**src/rtl/uart_lb_pkg.sv**
```systemverilog
package uart_lb_pkg;
  localparam int CTRL_W   = 16;
  localparam int LBE_BIT  = 7;
  localparam int OUT2_BIT = 13;
  localparam int OUT1_BIT = 12;
  localparam int RTS_BIT  = 11;
  localparam int DTR_BIT  = 10;
  localparam int FLAG_W   = 9;
  localparam int RI_POS   = 8;
  localparam int DCD_POS  = 2;
  localparam int DSR_POS  = 1;
  localparam int CTS_POS  = 0;
  localparam int DATA_W   = 8;
  localparam int BRK_POS  = 10;
  localparam int ENTRY_W  = BRK_POS + 1;

  typedef struct packed {
    logic lb_en;
    logic out2;
    logic out1;
    logic rts;
    logic dtr;
  } lb_ctrl_t;

  typedef struct packed {
    logic ri;
    logic dcd;
    logic dsr;
    logic cts;
  } mstat_t;

  function automatic lb_ctrl_t decode_ctrl(input logic [CTRL_W-1:0] w);
    lb_ctrl_t c;
    c.lb_en = w[LBE_BIT];
    c.out2  = w[OUT2_BIT];
    c.out1  = w[OUT1_BIT];
    c.rts   = w[RTS_BIT];
    c.dtr   = w[DTR_BIT];
    return c;
  endfunction

  // Cross-mapping of modem-control outputs onto status inputs
  function automatic mstat_t loop_map(input lb_ctrl_t c);
    mstat_t s;
    s.ri  = c.out2;
    s.dcd = c.out1;
    s.cts = c.rts;
    s.dsr = c.dtr;
    return s;
  endfunction

  function automatic logic [FLAG_W-1:0] place_flags(input mstat_t s);
    logic [FLAG_W-1:0] f;
    f = '0;
    f[RI_POS]  = s.ri;
    f[DCD_POS] = s.dcd;
    f[DSR_POS] = s.dsr;
    f[CTS_POS] = s.cts;
    return f;
  endfunction

  function automatic logic [ENTRY_W-1:0] make_entry(input logic brk,
                                                    input logic [DATA_W-1:0] b);
    logic [ENTRY_W-1:0] e;
    e = '0;
    e[BRK_POS] = brk;
    e[DATA_W-1:0] = brk ? '0 : b;
    return e;
  endfunction
endpackage

```
**src/rtl/lb_ctrl_reg.sv**
```systemverilog
module lb_ctrl_reg
  import uart_lb_pkg::*;
(
  input  logic              clk,
  input  logic              rst_n,
  input  logic              ctrl_wr,
  input  logic [CTRL_W-1:0] ctrl_wdata,
  input  logic              lcr_wr,
  input  logic              lcr_brk,
  output lb_ctrl_t          ctrl_q,
  output lb_ctrl_t          ctrl_nxt,
  output logic              brk_rise
);
  logic brk_q;

  always_comb begin
    ctrl_nxt = ctrl_wr ? decode_ctrl(ctrl_wdata) : ctrl_q;
  end

  assign brk_rise = lcr_wr && lcr_brk && !brk_q;

  always_ff @(posedge clk or negedge rst_n) begin
    if (!rst_n) begin
      ctrl_q <= '0;
      brk_q  <= 1'b0;
    end else begin
      ctrl_q <= ctrl_nxt;
      if (lcr_wr) brk_q <= lcr_brk;
    end
  end

  AST_BRK_EDGE: assert property (@(posedge clk) disable iff (!rst_n)
    brk_rise |=> brk_q);
endmodule

```
**src/rtl/lb_modem_status.sv**
```systemverilog
module lb_modem_status
  import uart_lb_pkg::*;
(
  input  logic              clk,
  input  logic              rst_n,
  input  lb_ctrl_t          ctrl_nxt,
  input  mstat_t            pins,
  output logic [FLAG_W-1:0] flags_q,
  output mstat_t            lvl_q,
  output logic              any_lvl
);
  mstat_t src;

  always_comb begin
    src = ctrl_nxt.lb_en ? loop_map(ctrl_nxt) : pins;
  end

  always_ff @(posedge clk or negedge rst_n) begin
    if (!rst_n) begin
      flags_q <= '0;
      lvl_q   <= '0;
    end else begin
      flags_q <= place_flags(src);
      lvl_q   <= src;
    end
  end

  assign any_lvl = |lvl_q;

  AST_LVL_MATCH: assert property (@(posedge clk) disable iff (!rst_n)
    (lvl_q.ri == flags_q[RI_POS]) && (lvl_q.dcd == flags_q[DCD_POS]) &&
    (lvl_q.dsr == flags_q[DSR_POS]) && (lvl_q.cts == flags_q[CTS_POS]));
endmodule

```
**src/rtl/lb_rx_arbiter.sv**
```systemverilog
module lb_rx_arbiter
  import uart_lb_pkg::*;
(
  input  logic               clk,
  input  logic               rst_n,
  input  logic               lb_en,
  input  logic               tx_strobe,
  input  logic [DATA_W-1:0]  tx_byte,
  input  logic               brk_rise,
  input  logic               rx_valid,
  input  logic [DATA_W-1:0]  rx_byte,
  input  logic               rx_break,
  input  logic               fifo_full,
  output logic               push_valid,
  output logic [ENTRY_W-1:0] push_data,
  output logic               overrun
);
  logic               lb_req;
  logic               ext_req;
  logic               collide;
  logic               req;
  logic [ENTRY_W-1:0] entry;
  logic               lb_brk;

  assign lb_brk  = lb_en && brk_rise;
  assign lb_req  = lb_en && (brk_rise || tx_strobe);
  assign ext_req = !lb_en && (rx_valid || rx_break);
  assign collide = lb_en && brk_rise && tx_strobe;
  assign req     = lb_req || ext_req;

  always_comb begin
    if (lb_en) entry = make_entry(lb_brk, tx_byte);
    else       entry = make_entry(rx_break, rx_byte);
  end

  always_ff @(posedge clk or negedge rst_n) begin
    if (!rst_n) begin
      push_valid <= 1'b0;
      push_data  <= '0;
      overrun    <= 1'b0;
    end else begin
      push_valid <= req && !fifo_full;
      if (req && !fifo_full) push_data <= entry;
      overrun    <= (req && fifo_full) || collide;
    end
  end

  AST_NO_PUSH_FULL: assert property (@(posedge clk) disable iff (!rst_n)
    push_valid |-> $past(!fifo_full));
  AST_BRK_ZERO: assert property (@(posedge clk) disable iff (!rst_n)
    (push_valid && push_data[BRK_POS]) |-> (push_data[DATA_W-1:0] == '0));
  AST_LB_NO_EXT: assert property (@(posedge clk) disable iff (!rst_n)
    (push_valid && $past(lb_en)) |-> $past(tx_strobe || brk_rise));
endmodule

```
**src/rtl/uart_loopback_path.sv**
```systemverilog
module uart_loopback_path
  import uart_lb_pkg::*;
(
  input  logic               clk,
  input  logic               rst_n,
  input  logic               ctrl_wr,
  input  logic [CTRL_W-1:0]  ctrl_wdata,
  input  logic               lcr_wr,
  input  logic               lcr_brk,
  input  logic               tx_strobe,
  input  logic [DATA_W-1:0]  tx_byte,
  input  logic               rx_valid,
  input  logic [DATA_W-1:0]  rx_byte,
  input  logic               rx_break,
  input  logic               pin_ri,
  input  logic               pin_dcd,
  input  logic               pin_dsr,
  input  logic               pin_cts,
  input  logic               fifo_full,
  output logic [FLAG_W-1:0]  fr_modem,
  output logic               lvl_ri,
  output logic               lvl_dcd,
  output logic               lvl_dsr,
  output logic               lvl_cts,
  output logic               modem_int,
  output logic               push_valid,
  output logic [ENTRY_W-1:0] push_data,
  output logic               overrun
);
  lb_ctrl_t ctrl_q;
  lb_ctrl_t ctrl_nxt;
  logic     brk_rise;
  mstat_t   pins;
  mstat_t   lvl;

  assign pins = '{ri: pin_ri, dcd: pin_dcd, dsr: pin_dsr, cts: pin_cts};

  lb_ctrl_reg u_ctrl (
    .clk(clk), .rst_n(rst_n), .ctrl_wr(ctrl_wr), .ctrl_wdata(ctrl_wdata),
    .lcr_wr(lcr_wr), .lcr_brk(lcr_brk), .ctrl_q(ctrl_q), .ctrl_nxt(ctrl_nxt),
    .brk_rise(brk_rise)
  );

  lb_modem_status u_mstat (
    .clk(clk), .rst_n(rst_n), .ctrl_nxt(ctrl_nxt), .pins(pins),
    .flags_q(fr_modem), .lvl_q(lvl), .any_lvl(modem_int)
  );

  lb_rx_arbiter u_arb (
    .clk(clk), .rst_n(rst_n), .lb_en(ctrl_q.lb_en), .tx_strobe(tx_strobe),
    .tx_byte(tx_byte), .brk_rise(brk_rise), .rx_valid(rx_valid),
    .rx_byte(rx_byte), .rx_break(rx_break), .fifo_full(fifo_full),
    .push_valid(push_valid), .push_data(push_data), .overrun(overrun)
  );

  assign lvl_ri  = lvl.ri;
  assign lvl_dcd = lvl.dcd;
  assign lvl_dsr = lvl.dsr;
  assign lvl_cts = lvl.cts;

  AST_LOOP_MAP: assert property (@(posedge clk) disable iff (!rst_n)
    ctrl_q.lb_en |-> (fr_modem[RI_POS] == ctrl_q.out2 && fr_modem[DCD_POS] == ctrl_q.out1 &&
                      fr_modem[CTS_POS] == ctrl_q.rts && fr_modem[DSR_POS] == ctrl_q.dtr));
  AST_FLAG_UNUSED: assert property (@(posedge clk) disable iff (!rst_n)
    (fr_modem & ~place_flags('1)) == '0);
endmodule

```
**config.mk**
```make
export PLATFORM = sky130hd
export DESIGN_NAME = uart_loopback_path
export DESIGN_NICKNAME = d
export VERILOG_FILES = /design/src/rtl/uart_lb_pkg.sv /design/src/rtl/lb_ctrl_reg.sv /design/src/rtl/lb_modem_status.sv /design/src/rtl/lb_rx_arbiter.sv /design/src/rtl/uart_loopback_path.sv
export SDC_FILE = /design/constraint.sdc
export NUM_CORES = 1
export LEC_CHECK = 0
export BUFFER_PORTS_ARGS = -buffer_cell sky130_fd_sc_hd__buf_2
export CAP_MARGIN = 10
export CORE_MARGIN = 10
export CORE_UTILIZATION = 37
export CTS_CLUSTER_DIAMETER = 100
export DETAILED_ROUTE_END_ITERATION = 8
export PLACE_DENSITY = 0.71
export SYNTH_ARGS = -nofsm -noshare
export SYNTH_HDL_FRONTEND = slang
export SYNTH_SLANG_ARGS = --single-unit
```
**constraint.sdc**
```tcl
create_clock -name clk -period 1.3 [get_ports clk]
set_clock_uncertainty 0.2 [all_clocks]
set_input_delay 0.13 -clock clk [delete_from_list [all_inputs] [get_ports clk]]
set_output_delay 0.13 -clock clk [all_outputs]
set_load 0.1 [all_outputs]
```
# After elaboration in Yosys (flattened, before gate mapping)
# Index checks and enable logic that the tools add are counted.
[op_classes] muxes=5 reduce_logical=16
[op_table] op="8-bit two-way mux" count=2
[op_table] op="11-bit two-way mux" count=1
[op_table] op="1-bit logical AND" count=8
[op_table] op="5-bit two-way mux" count=1
[op_table] op="1-bit logical OR" count=4
[op_table] op="4-bit two-way mux" count=1
[op_table] op="4-bit OR reduction" count=1
[op_table] op="1-bit logical NOT" count=3
[totals] regBits=27 in_bits=45

# Depth between registers and ports, before layout
# Gate-level depths: netlist of the first run.
[logic_depth] ltp_word=7 mapped_depth=3

# By module
# Synthesis of the first run repeated with hierarchy kept, for this count alone.
[unflattened] hier_cells=75 hier_area_um2=1006.0
[by_module_without_submodules] mod="lb_rx_arbiter" instances=1 cells_each=43 area_each_um2=555.5 seq_area_each_um2=275.3
[by_module_without_submodules] mod="lb_ctrl_reg" instances=1 cells_each=13 area_each_um2=226.5 seq_area_each_um2=150.1
[by_module_without_submodules] mod="lb_modem_status" instances=1 cells_each=19 area_each_um2=224.0 seq_area_each_um2=100.1

# Least setup slack after synthesis of the first run
# OpenSTA, ideal clock, no wires.
[synth_timing] path_type="reg-to-output" from="register u_mstat.flags_q[1] (netlist name)" to="output port modem_int" t_arrival_ns=1.816 required_ns=0.970 path_slack_ns=-0.846 path_stages_with_launch=2 n_path_buf=0 cell_sequence="dfrtp_1 -> or4_1"
[synth_rtl] element="end, declared" line_no="uart_loopback_path.sv:25" text="output logic modem_int,"

==> results of run 1 <==
==> stage by stage <==
| stage | power (uW) | hold WS (ns) | instances | utilization, % | TNS, ns |
|---|---|---|---|---|---|
| after floorplan | 1820 | -0.366 | 107 | - | -0.911 |
| after global placement | 2390 | -0.0851 | 189 | 62.9 | -1.41 |
| after detailed placement | 2410 | -0.0868 | 189 | 62.9 | -2.15 |
| after CTS | 2900 | -0.134 | 211 | 75.0 | -4.18 |
| after global routing | 3020 | -0.131 | 213 | 75.8 | -4.99 |
| final | 2930 | -0.130 | 213 | 75.8 | -4.22 |
==> flip-flops by register name (all words and copies together), names as in the netlist <==
register,cells
u_arb.push_valid,1
u_ctrl.brk_q,1
u_arb.push_data,9
u_mstat.flags_q,4
u_ctrl.ctrl_q,5
u_arb.overrun,1
==> power breakdown <==
group          leakage, uW  switching (uW)  internal [uW]
logic             0.000735            1060            681
clock network    0.0000150             207            120
registers         0.000234            98.3            765
total             0.000985            1370           1570
==> area by class of cell <==
| type | count | area, um^2 | area share (%) |
|---|---|---|---|
| Clock buffer | 4 | 26.3 | 1.23 |
| Multi-Input combinational cell | 73 | 662 | 30.9 |
| Sequential cell | 21 | 553 | 25.8 |
| Tap cell | 31 | 38.8 | 1.81 |
| Timing Repair Buffer | 84 | 865 | 40.3 |
==> logic make-up after synthesis <==
family | share of synthesized area (%)
AOI/OAI and AO/OA | 13.6
and+or+nand+nor | 20.4
adders and majority gates | 0.891
buffers and inverters | 8.02
other | 0.334
DFF | 46.8
muxes | 10.0
==> synthesized netlist by cell type <==
| cell | count | area, um^2 |
|---|---|---|
| dfrtp_1 | 21 | 526 |
| buf_4 | 11 | 82.6 |
| mux2_2 | 10 | 113 |
| a21oi_1 | 9 | 45.0 |
| nand3_1 | 9 | 45.0 |
| or2b_1 | 9 | 67.6 |
| a2bb2oi_1 | 8 | 70.1 |
| nand2b_1 | 7 | 43.8 |
| clkbuf_1 | 2 | 7.51 |
| nor2_1 | 2 | 7.51 |
| o21ai_0 | 2 | 10.0 |
| a211oi_4 | 1 | 20.0 |
| a21o_1 | 1 | 7.51 |
| and3b_1 | 1 | 8.76 |
| conb_1 | 1 | 3.75 |
| maj3_1 | 1 | 10.0 |
| nand3b_1 | 1 | 7.51 |
| nand3b_4 | 1 | 20.0 |
| nor2b_2 | 1 | 8.76 |
| nor3_1 | 1 | 5.00 |
| nor3b_1 | 1 | 7.51 |
| or4_1 | 1 | 7.51 |
==> per-layer routing <==
metal | global-route usage (%) | part of all wire [%]
met5 | 0 | 0
met4 | 6.93 | 2.4
met3 | 3.02 | 6.6
met2 | 25.6 | 52
met1 | 17.5 | 38
==> worst paths after layout <==
kind,slack (ns),cells past startpoint,end
worst max-delay path,-0.56,2,modem_int
worst min-delay path,-0.13,2,u_ctrl.ctrl_q[3]
worst max register to register,-0.22,3,u_mstat.flags_q[2]
worst min register to register,0.31,1,u_ctrl.ctrl_q[0]
max in group asynchronous,0.43,2,u_mstat.flags_q[1]
min in group asynchronous,0.09,2,u_arb.push_valid
==> placed cells by master (no fill, tap or decap) <==
cell type       n
clkbuf_1        1
a21oi_2         9
or2b_1          9
buf_4          10
a21o_1          1
clkbuf_4        3
a211oi_4        1
nand3_1         9
o21ai_0         2
nand3b_1        1
maj3_2          1
mux2_2          8
nor3b_4         1
buf_6          11
nor3_4          1
nor2b_4         1
dlygate4sd3_1   8
buf_12         20
and3b_1         1
buf_2          34
nor2_4          1
nor2_1          1
mux2_4          2
dfrtp_4         4
a2bb2oi_2       8
dfrtp_2        10
dfrtp_1         7
or4_4           1
nand2b_1        7
nand3b_4        1
buf_8           1
conb_1          7
==> critical path, stage by stage (launching register included) <==
cell	delay, ns
dfrtp_4	0.49
or4_4	0.55
buf_12	0.18
==> timing repair <==
item                       CTS  global route
buffers inserted             8             8
gates resized for setup     33            14
pin swaps                    9             5
hold endpoints to repair    31             4
gates cloned                 2             0
setup endpoints to repair   24            26
==> flow_metrics.tcl, run 1 <==
set metrics [dict create \
    status "finished with violations" \
    violations "hold timing, setup timing" \
    antenna_found_initial 0 \
    drtIter0Drc 42 \
    grt.total_usage_pct 14.9 \
    portBuffers 53 \
    htree_num_levels 1 \
    core-area_um2 2830 \
    dieWidth_um 75.1 \
    arrival_ns 1.53 \
    antenna_cells 0 \
    io_pins 72 \
    fin_nets 228 \
    ys_seq_elements 21 \
    finalMaxSlewViolations 0 \
    num-fill-cells 167 \
    gp_congestion 0.811 \
    std_cell_rows 19 \
    fin_ws_ns -0.560 \
    crit_path_max_fanout 2 \
    drt_first_pass_iters 4 \
    place_ws_ns -0.323 \
    die_h_um 75.1 \
    whs_ns -0.130 \
    worst_setup_path_start_kind "flop" \
    grt_pass1_vias 1187 \
    ctsLongestPathBuffers 2 \
    grt_pass1_wl_um 6390 \
    yosysSeqAreaShare_pct 46.8 \
    min-delay-start "ctrl_wdata[13]" \
    dieArea_um2 5640 \
    start_util_pct 39.7 \
    max-vdd-ir-drop_mv 1.01 \
    hp-class "in2reg" \
    startpoint "u_mstat.flags_q[1]" \
    avgRoutedWirePerCell_um 19.3 \
    netlist_area_um2 1120 \
    clk_latency_ns 0.30 \
    fin_crit_sh_pct 143 \
    cts_buffers 3 \
    hpwl_um 2820 \
    finalSetupViolations 24 \
    yosysUniqueCellTypes 22 \
    synth.avg_cell_area_um2 11.1 \
    gr-total-overflow 0 \
    netlist_instances 101 \
    via_count 1089 \
    grt_max_degree 22 \
    finalInstanceArea_um2 2140 \
    p_per_area_nw_per_um2 1370 \
    placed_area_um2 1780 \
    required_ns 0.97 \
    cts_hold_buffers 8 \
    ant_nets 0 \
    syn_to_final_growth_pct 90.9 \
    rr_startpoint "u_ctrl.ctrl_q[4]" \
    leakage_uw 0.000985 \
    clkTransAtPathRegs_ns 0.11 \
    drt-total-wl_um 4110 \
    rsz0062_at_grt "true" \
    clkSinkCount 21 \
    yosys_warnings 0 \
    drv_cap 0 \
    crit_path_end_kind "output port" \
    fmax_mhz 537 \
    cts_tree "built" \
    cts_root_buf "clkbuf_4" \
    drive_above_1_share_pct 70.3 \
    via_per_inst 5.11 \
    min_period_ns 1.86 \
    finalHoldViolations 7 \
    drc 0 \
    crit_type "reg2out" \
]
Power figures use the tool's default switching activity.
==> run 2: changes to the inputs <==
- CORE_UTILIZATION: 37 -> 42
- PLACE_DENSITY: 0.71 -> 0.76
- clock period: 1.3 -> 1.9 ns (I/O delays scaled with it)
==> run 2 against run 1 <==
Net effect:
- die area down 8.8%
- design area down 28%
- non-clock buffer count down 16
- largest cell class is now multi-input combinational cells
- the flow now finishes without violations
- power down 46%
==> flow_metrics.tcl, run 2 (same netlist as run 1, synthesis figures left out) <==
set metrics [dict create \
    mostFrequentLayoutCells "52 x buf_2, 18 x dfrtp_1, 12 x dlygate4sd3_1" \
    cts_root_buf "clkbuf_4" \
    r2r_slack_ns 0.30 \
    via_per_inst 4.97 \
    busiest_layer "met2" \
    die_h_um 71.7 \
    ctsLongestPathBuffers 2 \
    cpMaxStageDelayCell "or4_4" \
    drt-total-wl_um 3160 \
    cts_buffers 3 \
    clkTransAtPathRegs_ns 0.12 \
    ant_nets 0 \
    syn_to_final_growth_pct 37.8 \
    fin_ws_ns 0.0623 \
    gp_congestion 0.745 \
    antenna_cells 0 \
    antenna_found_initial 0 \
    leakage_uw 0.000766 \
    io_pins 72 \
    drtIter0Drc 29 \
    clkSinkCount 21 \
    grt_max_degree 22 \
    p_per_area_nw_per_um2 1030 \
    largest_reg_flops 9 \
    hpwl_um 2310 \
    min-delay-start "ctrl_wr" \
    hp-class "in2reg" \
    fin_nets 212 \
    finalMaxSlewViolations 0 \
    clk_latency_ns 0.30 \
    finalSetupViolations 0 \
    min_path_cells 2 \
    gr-total-overflow 0 \
    grt_pass1_vias 1118 \
    final_common_cell "buf_2" \
    rr_worst_depth 3 \
    dieWidth_um 71.7 \
    grt_use_met2_pct 21.1 \
    min_to "u_ctrl.ctrl_q[0]" \
    finalInstanceArea_um2 1550 \
    max-vdd-ir-drop_mv 0.981 \
    reg2reg_to "u_arb.push_data[2]" \
    dieArea_um2 5140 \
    rsz0062_at_grt "false" \
    arrival_ns 1.45 \
    avgRoutedWirePerCell_um 16.1 \
    reg_top3 "u_arb.push_data (9), u_ctrl.ctrl_q (5), u_mstat.flags_q (4)" \
    crit_path_cell_trace "or4_4 > buf_8" \
    htree_num_levels 1 \
    via_count 975 \
    finalHoldViolations 0 \
    drive_above_1_share_pct 46.4 \
    core-area_um2 2520 \
    placed_area_um2 1380 \
    portBuffers 53 \
    required_ns 1.51 \
    crit_path_end_kind "output port" \
    fmax_mhz 544 \
    multi_input_area_um2 537 \
    critPathMaxStageDelay_ns 0.54 \
    fin_crit_sh_pct 96.7 \
    worst_setup_path_start_kind "flop" \
    drc 0 \
    grt_pass1_wl_um 5350 \
    status "finished, final reports clean" \
    num-fill-cells 210 \
    setup_tns_ns 0 \
    grtUsageMet1_pct 13.2 \
    cts_tree "built" \
    crit_path_max_fanout 2 \
    start_util_pct 44.5 \
    place_ws_ns 0.218 \
    grt.total_usage_pct 12.6 \
    crit_type "reg2out" \
    grt.met3_usage_pct 6.47 \
    seq_area_um2 529 \
    total_power_uw 1590 \
    drt_first_pass_iters 4 \
    std_cell_rows 18 \
    rr_startpoint "u_ctrl.ctrl_q[4]" \
    min_period_ns 1.84 \
    drv_cap 0 \
    regMostFlops "u_arb.push_data" \
]
run 2: repair_timing:
| action | CTS | global route |
|---|---|---|
| setup endpoints to repair | 1 | 2 |
| hold buffers | 12 | 0 |
| hold endpoints to repair | 31 | 0 |
| resized for setup | 2 | 2 |
| setup buffers | 0 | 1 |
run 2: where the power goes:
part | leakage, uW | switching, uW | internal, uW
logic | 0.000505 | 654 | 180
registers | 0.000245 | 35.0 | 510
clock network | 0.0000150 | 133 | 81.7
run 2: worst max path at each step:
stage,start,endpoint,depth (start not counted)
after floorplan,u_mstat.flags_q[2],modem_int,1
after global placement,u_ctrl.ctrl_q[4],u_arb.push_data[0],4
after detailed placement,u_ctrl.ctrl_q[4],u_arb.push_data[7],4
after CTS,u_mstat.flags_q[1],modem_int,2
after global routing,u_mstat.flags_q[1],modem_int,2
final,u_mstat.flags_q[1],modem_int,2
run 2: cell type report:
class                           count  area share, %
Timing Repair Buffer               68           27.0
Multi-Input combinational cell     73           34.7
Sequential cell                    21           34.2
Tap cell                           30           2.43
Clock buffer                        4           1.70
run 2: metal layers:
metal	part of all wire, %	vias up	wire (um)
met5	0	-	0
met3	13	4	408
met1	36	454	1150
li1	-	471	-
met4	1.0	0	33
met2	50	46	1570
run 2: stage by stage:
step	util (%)	cells	hold slack (ns)
floorplan	-	107	-0.306
global placement	54.8	179	-0.0365
detailed placement	54.8	179	-0.0283
CTS	60.8	195	0.0160
global route	61.4	196	0.0282
finish	61.4	196	0.0360
run 2: critical path: cells and delay by family, from the launching register on:
| kind | cells | cell delay [ns] |
|---|---|---|
| buffers and inverters | 1 | 0.19 |
| flip-flops | 1 | 0.42 |
| AND/OR/NAND/NOR | 1 | 0.54 |
